`src/rtl/wdt_pkg.sv`:
```
package wdt_pkg;
  // Strobes from the control to the datapath, one edge each.
  typedef struct packed {
    logic cntClr;
    logic cntInc;
    logic graceStart;
    logic graceInc;
    logic graceStop;
  } wdtStrobes_t;
endpackage

```
`src/rtl/wdt_datapath.sv`:
```
module wdt_datapath
  import wdt_pkg::*;
#(
  parameter int SEL_W       = 4,
  parameter int MAX_SEL     = 8,
  parameter int GRACE_TICKS = 1026,
  localparam int CNT_W      = 4 + 2 * MAX_SEL,
  localparam int GR_W       = $clog2(GRACE_TICKS)
) (
  input  logic             clk,
  input  logic             rstN,
  input  wdtStrobes_t      strobes,
  input  logic [SEL_W-1:0] sel,
  output logic             periodHit,
  output logic             graceActive,
  output logic             graceHit
);
  logic [CNT_W-1:0] count;
  logic [GR_W-1:0]  graceCnt;
  logic [SEL_W-1:0] selEff;
  logic [CNT_W:0]   periodLen;
  logic [CNT_W-1:0] lastCount;

  // Select values above the limit behave as the limit.
  assign selEff    = (sel > SEL_W'(MAX_SEL)) ? SEL_W'(MAX_SEL) : sel;
  assign periodLen = (CNT_W+1)'(1) << (4 + 2 * int'(selEff));
  assign lastCount = CNT_W'(periodLen - (CNT_W+1)'(1));
  assign periodHit = (count == lastCount);
  assign graceHit  = graceActive && (graceCnt == GR_W'(GRACE_TICKS - 1));

  always_ff @(posedge clk or negedge rstN) begin
    if (!rstN)                count <= '0;
    else if (strobes.cntClr)  count <= '0;
    else if (strobes.cntInc)  count <= count + 1'b1;
  end

  always_ff @(posedge clk or negedge rstN) begin
    if (!rstN) begin
      graceActive <= 1'b0;
      graceCnt    <= '0;
    end else if (strobes.graceStop) begin
      graceActive <= 1'b0;
      graceCnt    <= '0;
    end else if (strobes.graceStart) begin
      graceActive <= 1'b1;
      graceCnt    <= '0;
    end else if (strobes.graceInc) begin
      graceCnt    <= graceCnt + 1'b1;
    end
  end

  // a clear from the control leaves the count at zero.
  p_clear_zero_r5: assert property (@(posedge clk) disable iff (!rstN)
    strobes.cntClr |=> (count == '0));
  // with no increment and no clear the count holds.
  p_hold_count_r8: assert property (@(posedge clk) disable iff (!rstN)
    (!strobes.cntInc && !strobes.cntClr) |=> $stable(count));
  // with no grace strobe the grace counter holds.
  p_hold_grace_r8: assert property (@(posedge clk) disable iff (!rstN)
    (!strobes.graceInc && !strobes.graceStop && !strobes.graceStart) |=> $stable(graceCnt));
  // the count never passes the last value of the selected period.
  p_count_range_r2: assert property (@(posedge clk) disable iff (!rstN)
    count <= lastCount);
endmodule

```
`src/rtl/wdt_control.sv`:
```
module wdt_control
  import wdt_pkg::*;
#(
  parameter int SEL_W = 4
) (
  input  logic             clk,
  input  logic             rstN,
  input  logic             porN,
  input  logic             tickEn,
  input  logic             enWr,
  input  logic             enVal,
  input  logic             cfgWr,
  input  logic [SEL_W-1:0] cfgSel,
  input  logic             cfgIntEn,
  input  logic             cntClrIn,
  input  logic             clrTimeoutFlag,
  input  logic             clrWakeFlag,
  input  logic             clrRstFlag,
  input  logic             periodHit,
  input  logic             graceActive,
  input  logic             graceHit,
  output wdtStrobes_t      strobes,
  output logic [SEL_W-1:0] selReg,
  output logic             irq,
  output logic             rstPulse,
  output logic             timeoutFlag,
  output logic             wakeFlag,
  output logic             rstFlag
);
  logic enable;
  logic intEn;
  logic tickGo;
  logic hitNow;
  logic fireNow;
  logic anyClr;

  assign anyClr  = cntClrIn | cfgWr;
  assign tickGo  = tickEn & enable & ~anyClr;
  assign hitNow  = tickGo & periodHit;
  assign fireNow = tickGo & graceHit;

  always_comb begin
    strobes.cntClr     = anyClr | hitNow;
    strobes.cntInc     = tickGo;
    strobes.graceStop  = anyClr | fireNow;
    strobes.graceStart = hitNow & ~graceActive;
    strobes.graceInc   = tickGo & graceActive;
  end

  always_ff @(posedge clk or negedge rstN) begin
    if (!rstN) begin
      enable      <= 1'b0;
      intEn       <= 1'b0;
      selReg      <= '0;
      timeoutFlag <= 1'b0;
      wakeFlag    <= 1'b0;
      rstPulse    <= 1'b0;
      irq         <= 1'b0;
    end else begin
      if (enWr) enable <= enVal;
      if (cfgWr) begin
        selReg <= cfgSel;
        intEn  <= cfgIntEn;
      end
      if (hitNow)              timeoutFlag <= 1'b1;
      else if (clrTimeoutFlag) timeoutFlag <= 1'b0;
      if (hitNow)              wakeFlag <= 1'b1;
      else if (clrWakeFlag)    wakeFlag <= 1'b0;
      rstPulse <= fireNow;
      irq      <= (hitNow | (timeoutFlag & ~clrTimeoutFlag)) & (cfgWr ? cfgIntEn : intEn);
    end
  end

  // Reset-cause flag lives on the power-on domain.
  always_ff @(posedge clk or negedge porN) begin
    if (!porN)           rstFlag <= 1'b0;
    else if (fireNow)    rstFlag <= 1'b1;
    else if (clrRstFlag) rstFlag <= 1'b0;
  end

  // the reset request lasts one cycle.
  p_pulse_single_r4: assert property (@(posedge clk) disable iff (!rstN)
    rstPulse |=> !rstPulse);
  // a reset request only follows an open grace window.
  p_pulse_from_grace_r4: assert property (@(posedge clk) disable iff (!rstN)
    rstPulse |-> $past(graceActive));
  // a period hit sets both flags.
  p_timeout_flags_r2: assert property (@(posedge clk) disable iff (!rstN)
    hitNow |=> (timeoutFlag && wakeFlag));
  // a reset request is always recorded.
  p_cause_recorded_r7: assert property (@(posedge clk) disable iff (!porN || !rstN)
    rstPulse |-> rstFlag);
  // the interrupt never rises without the flag.
  p_irq_flag_r3: assert property (@(posedge clk) disable iff (!rstN)
    irq |-> timeoutFlag);
endmodule

```
`src/rtl/wdt_core.sv`:
```
module wdt_core
  import wdt_pkg::*;
#(
  parameter int SEL_W       = 4,
  parameter int MAX_SEL     = 8,
  parameter int GRACE_TICKS = 1026
) (
  input  logic             clk,
  input  logic             rstN,
  input  logic             porN,
  input  logic             tickEn,
  input  logic             enWr,
  input  logic             enVal,
  input  logic             cfgWr,
  input  logic [SEL_W-1:0] cfgSel,
  input  logic             cfgIntEn,
  input  logic             cntClr,
  input  logic             clrTimeoutFlag,
  input  logic             clrWakeFlag,
  input  logic             clrRstFlag,
  output logic             irq,
  output logic             rstPulse,
  output logic             timeoutFlag,
  output logic             wakeFlag,
  output logic             rstFlag
);
  wdtStrobes_t      strobes;
  logic [SEL_W-1:0] selReg;
  logic             periodHit;
  logic             graceActive;
  logic             graceHit;

  wdt_control #(.SEL_W(SEL_W)) u_ctrl (
    .clk(clk), .rstN(rstN), .porN(porN), .tickEn(tickEn),
    .enWr(enWr), .enVal(enVal), .cfgWr(cfgWr), .cfgSel(cfgSel),
    .cfgIntEn(cfgIntEn), .cntClrIn(cntClr),
    .clrTimeoutFlag(clrTimeoutFlag), .clrWakeFlag(clrWakeFlag),
    .clrRstFlag(clrRstFlag), .periodHit(periodHit),
    .graceActive(graceActive), .graceHit(graceHit),
    .strobes(strobes), .selReg(selReg), .irq(irq), .rstPulse(rstPulse),
    .timeoutFlag(timeoutFlag), .wakeFlag(wakeFlag), .rstFlag(rstFlag)
  );

  wdt_datapath #(.SEL_W(SEL_W), .MAX_SEL(MAX_SEL), .GRACE_TICKS(GRACE_TICKS)) u_dp (
    .clk(clk), .rstN(rstN), .strobes(strobes), .sel(selReg),
    .periodHit(periodHit), .graceActive(graceActive), .graceHit(graceHit)
  );
endmodule

```
`config.mk`:
```
export PLATFORM = sky130hd
export DESIGN_NAME = wdt_core
export DESIGN_NICKNAME = d
export VERILOG_FILES = /design/src/rtl/wdt_pkg.sv /design/src/rtl/wdt_datapath.sv /design/src/rtl/wdt_control.sv /design/src/rtl/wdt_core.sv
export SDC_FILE = /design/constraint.sdc
export NUM_CORES = 1
export LEC_CHECK = 0
export CAP_MARGIN = 20
export CORE_ASPECT_RATIO = 0.7
export CORE_UTILIZATION = 25
export DETAILED_ROUTE_END_ITERATION = 10
export DONT_BUFFER_PORTS = 1
export HOLD_SLACK_MARGIN = 0.15
export MAX_ROUTING_LAYER = met4
export SYNTH_ARGS = -nofsm -noshare
export SYNTH_HDL_FRONTEND = slang
export SYNTH_SLANG_ARGS = --single-unit
```
`constraint.sdc`:
```
create_clock -name clk -period 4 [get_ports clk]
set_input_delay 0.8 -clock clk [delete_from_list [all_inputs] [get_ports clk]]
set_output_delay 0.8 -clock clk [all_outputs]
set_load 0.01 [all_outputs]
```
==> key figures <==
STA
  • Crit share post-route: 0.9150
  • Min Tclk post-route: 3.660 ns
  • Final hold violations: 0
  • Fmax: between 200 and 300 MHz
  • Max-Slew Margin vs Limit: 0.3723
  • RSZ-0062 raised after global routing: yes
  • Max-slew violation count: 0
  • Worst clock skew: 0.008790 ns
  • Slew @ Worst Pin: approximately 0.93 ns
  • Setup violators final: 0
  • Worst setup margin: approximately 0.34 ns

Run status
  • Status: finished clean

Clocking
  • Clock tree buffer depth: 2
  • Clock transition at path regs: 0.06 ns
  • CTS Buf Count: 5
  • CTS tree: done
  • Clock sink count: 43
  • H-tree depth: 2
  • Clk root buf: clkbuf_16
  • Number of hold buffers added after CTS: 0
  • Clk Latency, worst-skew pair: 0.28 ns
  • Postcts setup bufs: 0
  • CTS-repair resized insts: 0

Synthesis
  • Mapped Area: 2623 um2
  • Synth top area cells: dfrtp_1 (41%), xor2_1 (7.7%), nor2_1 (4.6%), xnor2_1 (4.0%), nand3_1 (3.6%)
  • Post-synth top cells: dfrtp_1 (43), nor2_1 (32), xor2_1 (23)
  • Syn_area_per_cell: between 9 and 10 um2
  • Area leader, netlist: dfrtp_1
  • Syn Inst Count: 281
  • Flops & latches, synth: 43
  • Register area share after synthesis: 0.4103
  • Top cell type's share of synthesized area: 0.4103
  • Synth unique cells: 59
  • Main flop type after synthesis: dfrtp_1
  • Most common cell in the netlist: dfrtp_1
  • Synthesized Nets: 302
  • Yosys warning count: 0
  • Count of flip-flops with a built-in enable after synthesis: 0
  • Post-synth ARST share: 1.000

Min path
  • Min-Delay Path Class: in -> async

Layout
  • Largest regs: u_dp.count x20, u_dp.graceCnt x11, u_ctrl.selReg x4
  • Nets: 298
  • # fillers: roughly 1000
  • Finished Core Util: 0.2938
  • Largest register FFs: 20
  • Register area: between 1000 and 1500 um2
  • Share of layout cells above drive strength 1: 0.1007
  • Multi-input logic area: 1431 um2
  • Syn-to-layout area delta: 11.45%
  • Register name with the most flops: u_dp.count

Setup path
  • CP max FO: 20
  • Crit path required time: 4.16 ns
  • Crit end category: register
  • CP Launch Type: register
  • Critical path data arrival time: between 3 and 4 ns
  • Worst setup path class: reg -> reg
  • Reg2reg setup slack: ~0.34 ns

Drt
  • Routed WL: ~5700 um
  • Wire per inst: 14.12 um
  • DRC viols: 0
  • Initial DRC Count: 97
  • Vias per cell: 4.887
  • Via count: a little under 2000
  • First-pass DRT Iterations: 4
  • Routed Antenna Nets: 0

Floorplanning
  • Die area: 10910 um2
  • # rows: 30
  • Die X: 124.4 um
  • Total core area: 9947 um2
  • Die Span Y: about 88 um
  • IO Pins: 21
  • Initial Utilization: 0.2636

Global routing
  • First-pass GRT wire length: 9853 um
  • Grt ovf: 0
  • Initial antenna violation count: 1
  • GRT Overall Usage: 0.1181
  • Vias in the first global route: ~1900
  • Largest net degree at the start of global routing: between 40 and 50

Placed design
  • Hpwl dp: 4306 um
  • GPL Wtd Cong: 0.8833
  • PortBufs: 0
  • Pre-CTS setup slack: 0.2349 ns

Pwr
  • Peak VDD IR: 191.9 uV
  • Power Dens Cells: 368.5 nW/um2
  • Standby leakage power: 1.173 nW

Flow run
  • Max_cap viols: 0
path summary, 6_finish.rpt:
| path | cells after the start | to | startpoint |
|---|---|---|---|
| max | 13 | u_dp.count[8] | u_ctrl.selReg[1] |
| min | 0 | u_ctrl.rstFlag | porN |
| max reg2reg | 13 | u_dp.count[8] | u_ctrl.selReg[1] |
| min reg2reg | 1 | u_ctrl.intEn | u_ctrl.intEn |
| max in group asynchronous | 0 | u_ctrl.selReg[3] | rstN |
| min in group clk | 1 | u_ctrl.intEn | u_ctrl.intEn |
placed cells by master (no fill, tap or decap), types with 3 or more instances in the layout:
master and n:
or3_1 4, nor4_1 4, clkbuf_16 5, xnor2_1 12, nor3_1 12, xor2_1 23, inv_1 9, ha_1 5
nand2_1 20, a21oi_1 5, nor2_1 32, nand3_1 19, nand2b_1 3, nor2b_1 3, mux2_2 5, and4_1 3
and2_1 5, nand4_1 9, o21ai_0 7, dfrtp_1 43, and3_1 5, buf_4 4
logic make-up after synthesis:
group / synth area share
compound gates: 0.08016
xor+xnor: 0.1169
fa+ha+maj: 0.02385
buf+inv: 0.04580
flops: 0.4103
mux: 0.02147
simple gates: 0.3015
stage by stage:
stage | std cells | hold WS, ns | TNS [ns] | total power, mW | instance area [um2]
detailed placement | 398 | 0.5017 | 0 | 0.5654 | 2726
global route | 407 | 0.1899 | -0.03588 | 1.122 | 2923
finish | 407 | 0.2080 | 0 | 1.077 | 2923
CTS | 406 | 0.1978 | 0 | 1.092 | 2915
global placement | 398 | 0.4818 | 0 | 0.5644 | 2726
floorplan | 281 | 0.4659 | 0 | 0.5453 | 2623
area by class of cell:
| cell class | instances | share of cell area |
|---|---|---|
| Sequential cell | 43 | 0.3682 |
| Clock inverter | 2 | 0.02055 |
| Multi-Input combinational cell | 214 | 0.4897 |
| Clock buffer | 6 | 0.04409 |
| Tap cell | 128 | 0.05479 |
| Inverter | 9 | 0.01156 |
| Timing Repair Buffer | 4 | 0.01027 |
| Antenna cell | 1 | 0.0008562 |
metal layers:
metal  routed length, um  global-route usage
met5                   0                   -
met3                 302             0.02321
met1                3183              0.1806
met4                  53             0.03614
met2                2209              0.1502
power by group:
group	leakage, nW	total (mW)	switching [mW]	internal (mW)
logic	0.494	0.110	0.0622	0.0474
registers	0.588	0.450	0.00840	0.441
clock network	0.0911	0.518	0.160	0.358
critical path, cell delays in order, from the launching register on:
cell,delay [ns]
dfrtp_1,0.43
inv_1,0.09
nor2_1,0.05
ha_1,0.31
or2_1,0.32
or3_1,0.37
ha_1,0.30
xor2_1,0.17
a2111oi_0,0.35
o21ai_0,0.23
nor4b_4,0.33
nand4b_4,0.23
nand2_4,0.27
nor2_1,0.09
Note: power is estimated with default switching activity, not from simulation.
